<file path="config.mk">
export PLATFORM = sky130hd
export DESIGN_NAME = warp_token_decoder
export DESIGN_NICKNAME = d
export VERILOG_FILES = /design/src/rtl/warp_tok_pkg.sv /design/src/rtl/warp_tok_parse.sv /design/src/rtl/warp_seq_fsm.sv /design/src/rtl/warp_reg_bank.sv /design/src/rtl/warp_token_decoder.sv
export SDC_FILE = /design/constraint.sdc
export NUM_CORES = 1
export LEC_CHECK = 0
export BUFFER_PORTS_ARGS = -buffer_cell sky130_fd_sc_hd__buf_4
export CAP_MARGIN = 10
export CORE_MARGIN = 2
export CORE_UTILIZATION = 55
export DETAILED_ROUTE_END_ITERATION = 16
export PLACE_DENSITY = 0.72
export RECOVER_POWER = 25
export REMOVE_ABC_BUFFERS = 1
export SETUP_SLACK_MARGIN = 0.1
export SYNTH_ARGS = -nofsm -noshare
export SYNTH_HDL_FRONTEND = slang
export SYNTH_SLANG_ARGS = --single-unit
</file>
<file path="constraint.sdc">
create_clock -name clk -period 4 [get_ports clk]
set_clock_uncertainty 0.1 [all_clocks]
set_input_delay 0.8 -clock clk [delete_from_list [all_inputs] [get_ports clk]]
set_output_delay 0.8 -clock clk [all_outputs]
set_load 0.02 [all_outputs]
</file>
<file path="src/rtl/warp_tok_pkg.sv">
package warp_tok_pkg;
    localparam int TOK_W   = 32;
    localparam int IDX_W   = 5;
    localparam int VAL_W   = 25;
    localparam int PAY_W   = 26;
    localparam int NREG    = 27;
    localparam int CMD_BIT = 31;
    localparam int RUN_BIT = 30;
    localparam int CNT_W   = 4;

    localparam int IX_RATIO  = 4;
    localparam int IX_OXDIM  = 5;
    localparam int IX_OYDIM  = 6;
    localparam int IX_SRC    = 7;
    localparam int IX_DST    = 11;
    localparam int IX_P0X    = 15;
    localparam int IX_PERF   = 23;
    localparam int IX_INTERP = 24;
    localparam int IX_SCAN   = 25;
    localparam int IX_MODE   = 26;

    localparam int N_CORNER  = 8;

    typedef enum logic [1:0] {
        SEQ_IDLE  = 2'd0,
        SEQ_SCALE = 2'd1,
        SEQ_TETRA = 2'd2
    } seq_state_e;

    typedef struct packed {
        logic             is_cfg;
        logic             crun;
        logic [IDX_W-1:0] idx;
        logic [PAY_W-1:0] payload;
    } tok_fields_t;
endpackage

</file>
<file path="src/rtl/warp_tok_parse.sv">
module warp_tok_parse
    import warp_tok_pkg::*;
(
    input  logic [TOK_W-1:0] tok_data,
    output tok_fields_t      fields
);
    always_comb begin
        fields.is_cfg = tok_data[CMD_BIT];
        fields.crun   = tok_data[RUN_BIT];
        fields.idx    = tok_data[VAL_W +: IDX_W];
        if (tok_data[CMD_BIT])
            fields.payload = PAY_W'(tok_data[VAL_W-1:0]);
        else
            fields.payload = tok_data[PAY_W-1:0];
    end
endmodule

</file>
<file path="src/rtl/warp_seq_fsm.sv">
module warp_seq_fsm
    import warp_tok_pkg::*;
(
    input  logic             clk,
    input  logic             rst_n,
    input  logic             accept,
    input  logic             is_cfg,
    input  logic             crun,
    input  logic             mode_tetra,
    output logic [IDX_W-1:0] data_idx,
    output logic             job_start,
    output logic             job_crun
);
    seq_state_e       state, state_n;
    logic [CNT_W-1:0] cnt, cnt_n;
    logic             done;

    always_ff @(posedge clk or negedge rst_n) begin
        if (!rst_n) begin
            state     <= SEQ_IDLE;
            cnt       <= '0;
            job_start <= 1'b0;
            job_crun  <= 1'b0;
        end else begin
            state     <= state_n;
            cnt       <= cnt_n;
            job_start <= done;
            job_crun  <= done & crun;
        end
    end

    always_comb begin
        state_n  = state;
        cnt_n    = cnt;
        data_idx = '0;
        done     = 1'b0;
        if (accept) begin
            if (is_cfg) begin
                state_n = SEQ_IDLE;
                cnt_n   = '0;
            end else begin
                unique case (state)
                    SEQ_IDLE: begin
                        cnt_n = CNT_W'(1);
                        if (mode_tetra) begin
                            data_idx = IDX_W'(IX_P0X);
                            state_n  = SEQ_TETRA;
                        end else begin
                            data_idx = IDX_W'(IX_RATIO);
                            state_n  = SEQ_SCALE;
                        end
                    end
                    SEQ_SCALE: begin
                        if (cnt == CNT_W'(1)) begin
                            data_idx = IDX_W'(IX_SRC);
                            cnt_n    = CNT_W'(2);
                        end else begin
                            data_idx = IDX_W'(IX_DST);
                            done     = 1'b1;
                            state_n  = SEQ_IDLE;
                            cnt_n    = '0;
                        end
                    end
                    SEQ_TETRA: begin
                        if (cnt < CNT_W'(N_CORNER)) begin
                            data_idx = IDX_W'(IX_P0X) + IDX_W'(cnt);
                            cnt_n    = cnt + CNT_W'(1);
                        end else if (cnt == CNT_W'(N_CORNER)) begin
                            data_idx = IDX_W'(IX_SRC);
                            cnt_n    = cnt + CNT_W'(1);
                        end else begin
                            data_idx = IDX_W'(IX_DST);
                            done     = 1'b1;
                            state_n  = SEQ_IDLE;
                            cnt_n    = '0;
                        end
                    end
                    default: begin
                        state_n = SEQ_IDLE;
                        cnt_n   = '0;
                    end
                endcase
            end
        end
    end
endmodule

</file>
<file path="src/rtl/warp_reg_bank.sv">
module warp_reg_bank
    import warp_tok_pkg::*;
#(
    parameter int OX_LIMIT = 8128,
    parameter int OY_LIMIT = 4095
) (
    input  logic             clk,
    input  logic             rst_n,
    input  logic             we,
    input  logic [IDX_W-1:0] widx,
    input  logic [PAY_W-1:0] wdata,
    input  logic [IDX_W-1:0] rd_idx,
    output logic [PAY_W-1:0] rd_data,
    output logic [PAY_W-1:0] mode_word,
    output logic [PAY_W-1:0] interp_word,
    output logic [PAY_W-1:0] perf_word,
    output logic [PAY_W-1:0] scan_word,
    output logic [PAY_W-1:0] ratio_word,
    output logic             dim_err
);
    localparam logic [PAY_W-1:0] OX_MAX = PAY_W'(OX_LIMIT);
    localparam logic [PAY_W-1:0] OY_MAX = PAY_W'(OY_LIMIT);

    logic [PAY_W-1:0] regs [1:NREG-1];
    logic             over_x, over_y;

    assign over_x = we && (widx == IDX_W'(IX_OXDIM)) && (wdata > OX_MAX);
    assign over_y = we && (widx == IDX_W'(IX_OYDIM)) && (wdata > OY_MAX);

    for (genvar i = 1; i < NREG; i++) begin : g_slot
        logic [PAY_W-1:0] next_val;
        if (i == IX_OXDIM) begin : g_clx
            assign next_val = (wdata > OX_MAX) ? OX_MAX : wdata;
        end else if (i == IX_OYDIM) begin : g_cly
            assign next_val = (wdata > OY_MAX) ? OY_MAX : wdata;
        end else begin : g_plain
            assign next_val = wdata;
        end
        always_ff @(posedge clk or negedge rst_n) begin
            if (!rst_n)
                regs[i] <= '0;
            else if (we && widx == IDX_W'(i))
                regs[i] <= next_val;
        end
    end

    always_ff @(posedge clk or negedge rst_n) begin
        if (!rst_n)
            dim_err <= 1'b0;
        else if (over_x || over_y)
            dim_err <= 1'b1;
    end

    always_comb begin
        if (rd_idx == '0 || rd_idx >= IDX_W'(NREG))
            rd_data = '0;
        else
            rd_data = regs[rd_idx];
    end

    assign mode_word   = regs[IX_MODE];
    assign interp_word = regs[IX_INTERP];
    assign perf_word   = regs[IX_PERF];
    assign scan_word   = regs[IX_SCAN];
    assign ratio_word  = regs[IX_RATIO];
endmodule

</file>
<file path="src/rtl/warp_token_decoder.sv">
module warp_token_decoder
    import warp_tok_pkg::*;
#(
    parameter int OX_LIMIT = 8128,
    parameter int OY_LIMIT = 4095
) (
    input  logic        clk,
    input  logic        rst_n,
    input  logic        tok_valid,
    output logic        tok_ready,
    input  logic [31:0] tok_data,
    input  logic [4:0]  rd_idx,
    output logic [25:0] rd_data,
    output logic        proc_mode,
    output logic [1:0]  interp_type,
    output logic [1:0]  perf_point,
    output logic        scan_order,
    output logic [9:0]  ratio_frx,
    output logic [5:0]  ratio_ipx,
    output logic [9:0]  ratio_fry,
    output logic        job_start,
    output logic        job_crun,
    output logic        dim_err
);
    tok_fields_t      f;
    logic [IDX_W-1:0] data_idx, widx;
    logic [PAY_W-1:0] mode_w, interp_w, perf_w, scan_w, ratio_w;
    logic             accept;

    assign tok_ready = 1'b1;
    assign accept    = tok_valid & tok_ready;

    warp_tok_parse u_parse (
        .tok_data (tok_data),
        .fields   (f)
    );

    warp_seq_fsm u_seq (
        .clk        (clk),
        .rst_n      (rst_n),
        .accept     (accept),
        .is_cfg     (f.is_cfg),
        .crun       (f.crun),
        .mode_tetra (proc_mode),
        .data_idx   (data_idx),
        .job_start  (job_start),
        .job_crun   (job_crun)
    );

    assign widx = f.is_cfg ? f.idx : data_idx;

    warp_reg_bank #(
        .OX_LIMIT (OX_LIMIT),
        .OY_LIMIT (OY_LIMIT)
    ) u_bank (
        .clk         (clk),
        .rst_n       (rst_n),
        .we          (accept),
        .widx        (widx),
        .wdata       (f.payload),
        .rd_idx      (rd_idx),
        .rd_data     (rd_data),
        .mode_word   (mode_w),
        .interp_word (interp_w),
        .perf_word   (perf_w),
        .scan_word   (scan_w),
        .ratio_word  (ratio_w),
        .dim_err     (dim_err)
    );

    assign proc_mode   = mode_w[0];
    assign interp_type = interp_w[1:0];
    assign perf_point  = perf_w[1:0];
    assign scan_order  = scan_w[0];
    assign ratio_frx   = ratio_w[9:0];
    assign ratio_ipx   = ratio_w[15:10];
    assign ratio_fry   = ratio_w[25:16];
endmodule

</file>
==> key figures, run 1 <==
Drt
  • Wire per inst: between 20 and 30 um
  • Routed Antenna Nets: 0
  • Detailed-route via count: about 19,000
  • DRT iter0 DRCs: roughly 1,600
  • DR vias/cell: approximately 6.2
  • # DRC: 0
  • Final WL: 82.1 mm
  • DRT Pass-1 Iters: 5

Clocking
  • Clk Latency, worst-skew pair: slightly above 600 ps
  • CTS Buf Count: 73
  • CTS clk-pin slew, worst paths: about 60 ps
  • Post-CTS setup buffer count: 0
  • Htree depth: 3
  • CTS Hold Bufs: 0
  • Root Driver: clkbuf_16
  • CTS sink count: about 690
  • # resized after CTS: 0
  • Largest buffer count on any clock path: 3
  • CTS tree: built

Synth
  • Asr flop ratio synth: 100%
  • Post-synthesis sequential area ratio: roughly 54%
  • Synth top area share: between 50% and 60%
  • Synth unique cells: just under 60
  • Top cells by area, synth: dfrtp_1, mux2_2, mux4_2
  • Main synth FF type: dfrtp_1
  • Syn Inst Count: 2,162
  • Yosys warning count: 0
  • Synth top cells by count: dfrtp_1, mux2_2, mux4_2
  • Yosys reg bits: 685
  • Most numerous cell in the Yosys netlist: dfrtp_1
  • Yosys top cell by area: dfrtp_1
  • Post-synth EDFFs: 0
  • Post-Syn Area: between 30,000 and 40,000 um^2
  • Mean Syn Cell Area: between 10 and 15 um^2

Pwr
  • Power Total: around 0.021 W
  • Pleak: around 17 nW
  • P per Cell Area: 585 nW/um^2
  • VDD IR max: around 0.00037 V

Final layout
  • Ant diodes: 0
  • Area grow syn2layout: 13.0%
  • Final Core Density: 62.8%
  • Share of layout cells above drive strength 1: roughly 48%
  • Design area: between 30,000 and 40,000 um^2
  • Final #Nets: 2,258

Timing
  • Peak Freq: around 0.27 GHz
  • Final hold slack: slightly above 300 ps
  • Post-route setup TNS: 0 ps
  • RSZ-0062 raised after global routing: false
  • Fin crit share: 93.9%
  • Setup-failing EPs final: 0
  • Hold Violations, Final: 0
  • Slew headroom: -99.6%
  • Worst Tran Pin Value: about 3000 ps
  • Pins over their slew limit: between 40 and 50
  • Fin crit period: roughly 3800 ps

Placed design
  • IO Port Bufs: 100
  • Gp weighted congestion: ~0.85
  • Post-DP Area: about 34,000 um^2
  • DP HPWL: 50.0 mm

Setup path
  • CP Capture Type: output pin
  • Worst EP required: slightly above 3000 ps
  • Startpoint Class: input pin
  • Crit path max fanout: 25
  • Crit Path Class: in -> out
  • Worst Path Arrival: 2860 ps

Die
  • Core footprint: 57,600 um^2
  • Die height: 245 um
  • Initial Util: 55.6%
  • Die Wd: about 250 um
  • Row cnt: slightly below 90
  • # IOs: 102
  • Die area: about 60,000 um^2

Run
  • Max cap viols: 1

Worst hold path
  • Worst min path class: in -> reg

Global routing
  • Largest net degree at the start of global routing: 124
  • Initial antenna violation count: 1
  • Vias in the first global route: between 20,000 and 25,000
  • GRT Util Overall: roughly 28%
  • First-pass GRT wire length: about 130 mm
  • Grt total ovfl: 0

Status
  • Failing checks: max-capacitance violations, max-slew violations
  • Status: finished with violations
[critical path, cell delays in order]
cell and delay, ps:
buf_8 270, buf_12 280, mux4_2 520, mux4_2 450
a22o_1 310, buf_4 180
[power by group]
| group | total [W] | internal [W] | switching, W |
|---|---|---|---|
| Combinational | 0.00447 | 0.00270 | 0.00177 |
| Clock | 0.00679 | 0.00402 | 0.00277 |
| Sequential | 0.00992 | 0.00885 | 0.00107 |
[flip-flops by register name, indices dropped and copies added (netlist names)]
name                flops
u_seq.cnt               4
u_bank.scan_word       26
u_bank.dim_err          1
u_bank.perf_word       26
u_seq.job_crun          1
u_bank.interp_word     26
u_seq.state             2
u_bank.ratio_word      26
u_seq.job_start         1
u_bank.mode_word       26
u_bank.regs           546
[cell usage in the layout, fill, tap and decap left out, types with 6 or more instances in the layout]
cell and count:
ha_1 7, dfrtp_1 685, clkinv_2 13, mux2_1 73, buf_4 169, nor2b_1 6, inv_1 18, mux2i_1 40
a2bb2oi_1 19, nand3_4 8, nor2_1 46, and2_1 37, o21ai_0 48, nand3_2 6, clkbuf_8 18, buf_12 27
clkbuf_16 75, mux2_2 568, nor3_1 7, a22o_1 32, nand2_1 60, a21oi_1 30, o211ai_1 25, mux4_2 156
clkbuf_1 14
[worst paths after layout]
check	startpoint	to	slack, ps	cells past startpoint
max reg2reg	u_seq.state[0]	u_bank.regs[465]	730	8
max in group asynchronous	rst_n	u_bank.perf_word[8]	630	3
max	rd_idx[0]	rd_data[25]	240	6
min reg2reg	u_bank.regs[528]	u_bank.regs[528]	380	2
min	tok_data[30]	u_seq.job_crun	300	2
min in group asynchronous	rst_n	u_bank.ratio_word[13]	1270	1
[cell type report]
| cell class | count | area, um^2 |
|---|---|---|
| clock inverters | 25 | 250 |
| flip-flops and latches | 685 | 17100 |
| repair buffers | 199 | 1850 |
| well taps | 765 | 957 |
| inverters | 18 | 67.6 |
| multi-input cells | 1234 | 13800 |
| clock buffers | 106 | 2160 |
| fillers | 4197 | 21400 |
[metal layers]
metal	vias to the layer above	part of all wire (%)	global-route usage, %	wire [um]
met2	528	50	47.2	41100
met3	146	5.0	3.83	4070
met4	2	3.2	9.94	2640
met5	-	0.016	0	13
met1	10200	42	37.7	34300
li1	8048	-	-	-
[logic make-up after synthesis]
logic type               after synthesis  synth area share [%]
other                                  1                0.0117
adder cells (fa/ha/maj)                7                 0.274
AND/OR/NAND/NOR                      212                  3.94
flip-flops                           685                  53.5
multiplexers                         837                  34.8
buffers and inverters                243                  3.61
AO/OA/AOI/OAI                        177                  3.86
[metrics by stage]
step                instances  worst slack [ps]
floorplan                1937               535
global placement         2901               225
detailed placement       2901               241
CTS                      3032               228
global route             3032               149
finish                   3032               243
(Power assumes the default switching activity.)
==> inputs of run 2 (changes only) <==
Settings changed: SYNTH_HIERARCHICAL from default to 1.
==> run 2 against run 1 <==
- synthesized cell count is 5.0% higher
- sequential share of layout area is 0.34 points lower
- via count is 6.4% higher
- global-route usage is 2.1 points higher
- power is 5.7% lower
- worst hold slack better by 4.1 ps
- critical path type unchanged
- sequential power is 6.3% lower
- cell area is 0.73% higher
- critical endpoint unchanged
- the run still ends with max-capacitance violations, max-slew violations left
- die area is 0.96% higher
- clock power is 2% higher
- area after synthesis is 0.98% higher
==> key figures, run 2 <==
Placed design
  • DP Worst Slack: 283 ps (was 241 ps)
  • IO Port Bufs: 100 (unchanged)
  • Placed cells: 2,995 (was 2,901)
  • DP HPWL: 55.6 mm (was 50.0 mm)
  • Gp weighted congestion: 0.829 (was 0.846)

Global routing
  • First-pass GRT wire length: 135 mm (was 126 mm)
  • GRT Util Overall: 30.2% (was 28.1%)
  • Vias in the first global route: 21,300 (was 20,300)
  • Largest net degree at the start of global routing: 93 (was 124)
  • Initial antenna violation count: 1 (unchanged)
  • Grt total ovfl: 0 (unchanged)

Setup path
  • Worst EP required: 3100 ps (about the same)
  • Crit Path Class: in -> out (unchanged)
  • Startpoint Class: input pin (unchanged)
  • R2R setup slack: 400 ps (was 730 ps)
  • CP Capture Type: output pin (unchanged)
  • Worst Path Arrival: 2810 ps (was 2860 ps)
  • Crit path max fanout: 30 (was 25)

Die
  • Die Wd: 246 um (was 245 um)
  • Initial Util: 55.8% (was 55.6%)
  • Die height: 246 um (was 245 um)
  • Core footprint: 57,900 um^2 (was 57,600 um^2)
  • # IOs: 102 (unchanged)
  • Die area: 60,700 um^2 (was 60,200 um^2)
  • Row cnt: 88 (unchanged)

Timing
  • Pins over their slew limit: 87 (was 49)
  • Slew headroom: -79.2% (was -99.6%)
  • RSZ-0062 raised after global routing: false (unchanged)
  • Post-route setup TNS: 0 ps (unchanged)
  • Hold Violations, Final: 0 (unchanged)
  • Setup-failing EPs final: 0 (unchanged)
  • Fin crit share: 92.8% (was 93.9%)
  • Peak Freq: 0.269 GHz (was 0.266 GHz)
  • Fin crit period: 3710 ps (was 3760 ps)
  • Final WS setup: 286 ps (was 243 ps)
  • Worst Tran Pin Value: 2690 ps (was 2990 ps)

Synth
  • Mean Syn Cell Area: 14.2 um^2 (was 14.8 um^2)
  • Post-Syn Area: 32,300 um^2 (was 32,000 um^2)
  • Yosys warning count: 6 (was 0)
  • Syn Inst Count: 2,270 (was 2,162)

Drt
  • DR vias/cell: 6.44 (was 6.25)
  • Routed Antenna Nets: 0 (unchanged)
  • Final WL: 89.1 mm (was 82.1 mm)
  • Detailed-route via count: 20,200 (was 18,900)
  • Wire per inst: 28.5 um (was 27.1 um)
  • # DRC: 0 (unchanged)
  • DRT Pass-1 Iters: 5 (unchanged)
  • DRT iter0 DRCs: 1,716 (was 1,643)

Final layout
  • Most frequent cells in the layout: dfrtp_1, mux2_2, buf_4 (unchanged)
  • Layout Cells excl Fill: 3,130 (was 3,032)
  • # fillers: 4,303 (was 4,197)
  • Area grow syn2layout: 12.7% (was 13.0%)
  • Max reg flops: 546 (unchanged)
  • Share of layout cells above drive strength 1: 48.2% (was 47.9%)
  • Commonest non-fill, non-tap cell in the layout: dfrtp_1 (unchanged)
  • Final #Nets: 2,354 (was 2,258)
  • Largest Register: u_bank/regs (was u_bank.regs)
  • Ant diodes: 0 (unchanged)

Clocking
  • Htree depth: 3 (unchanged)
  • CTS Buf Count: 73 (unchanged)
  • Clk Latency, worst-skew pair: 610 ps (about the same)
  • CTS tree: built (unchanged)
  • Largest buffer count on any clock path: 3 (unchanged)
  • CTS clk-pin slew, worst paths: 60 ps (about the same)
  • CTS Hold Bufs: 0 (unchanged)
  • Root Driver: clkbuf_16 (unchanged)
  • CTS sink count: 685 (unchanged)

Pwr
  • Pleak: 16.9 nW (was 16.6 nW)
  • VDD IR max: 0.000368 V (about the same)
  • P per Cell Area: 548 nW/um^2 (was 585 nW/um^2)

Status
  • Status: finished with violations (unchanged)
  • Failing checks: max-capacitance violations, max-slew violations (unchanged)

Run
  • Max cap viols: 1 (unchanged)

Worst hold path
  • Worst min path class: in -> reg (unchanged)
[run 2: cell types whose count changed in the layout (fill, tap and decap cells not counted), sizes merged, moves of 13 or more]
| cell | delta |
|---|---|
| a2bb2oi | -19 |
| o21ai | -19 |
| mux2 | +13 |
| a221oi | +30 |
| mux2i | +51 |
| buf | +17 |
| mux4 | -38 |
| nor2 | +13 |
| a22o | -30 |
[run 2: area by class of cell]
cell class                 count  area [um^2]  area share (%)
timing repair buffer         222         2080            5.70
sequential                   685        17100            47.0
clock inverter                24          295           0.810
multi-input combinational   1313        13700            37.7
tap                          765          957            2.63
inverter                      12         45.0           0.124
clock buffer                 109         2180            5.99
[run 2: path summary, 6_finish.rpt]
kind	startpoint	endpoint	cells past startpoint
worst max-delay path	rd_idx[1]	rd_data[25]	7
worst min-delay path	tok_data[30]	u_seq/job_crun	2
worst max register to register	u_seq/cnt[0]	u_bank/regs[110]	12
worst min register to register	u_bank/regs[546]	u_bank/regs[546]	2
max in group asynchronous	rst_n	u_bank/regs[282]	2
min in group asynchronous	rst_n	u_bank/mode_word[13]	1
[run 2: timing repair]
action                     4_1_cts  5_1_grt
setup buffers                    0        2
setup endpoints to repair        0       61
resized for setup                0        2
[run 2: stage by stage]
step	power (W)	hold WS [ps]	cell area, um^2	utilization [%]
2_1_floorplan	0.0116	333	30900	-
3_3_place_gp	0.0128	350	34000	58.7
3_5_place_dp	0.0131	357	34000	58.7
4_1_cts	0.0200	158	36500	63.0
5_1_grt	0.0208	304	36500	62.9
6_report	0.0200	307	36500	62.9
[run 2: metal layers]
| metal | vias to the layer above | GRT usage (%) | wire length [um] |
|---|---|---|---|
| met5 | - | 0 | 0 |
| met4 | 0 | 12.0 | 3260 |
| met3 | 192 | 6.11 | 6690 |
| met2 | 812 | 46.4 | 41200 |
| met1 | 10800 | 42.3 | 38000 |
| li1 | 8339 | - | - |
[run 2: critical path, cell delays in order]
cell and delay, ps:
buf_8 230, buf_12 270, nor3_1 100, o2bb2ai_2 380
buf_4 340, a221oi_1 400, buf_4 230
[run 2: power breakdown]
| part | total, W | internal (W) | leakage, nW | switching (W) |
|---|---|---|---|---|
| Sequential | 0.00930 | 0.00845 | 8.92 | 0.000852 |
| Clock | 0.00695 | 0.00412 | 1.22 | 0.00283 |
| Combinational | 0.00372 | 0.00213 | 6.71 | 0.00159 |
| Total | 0.0200 | 0.0147 | 16.9 | 0.00527 |
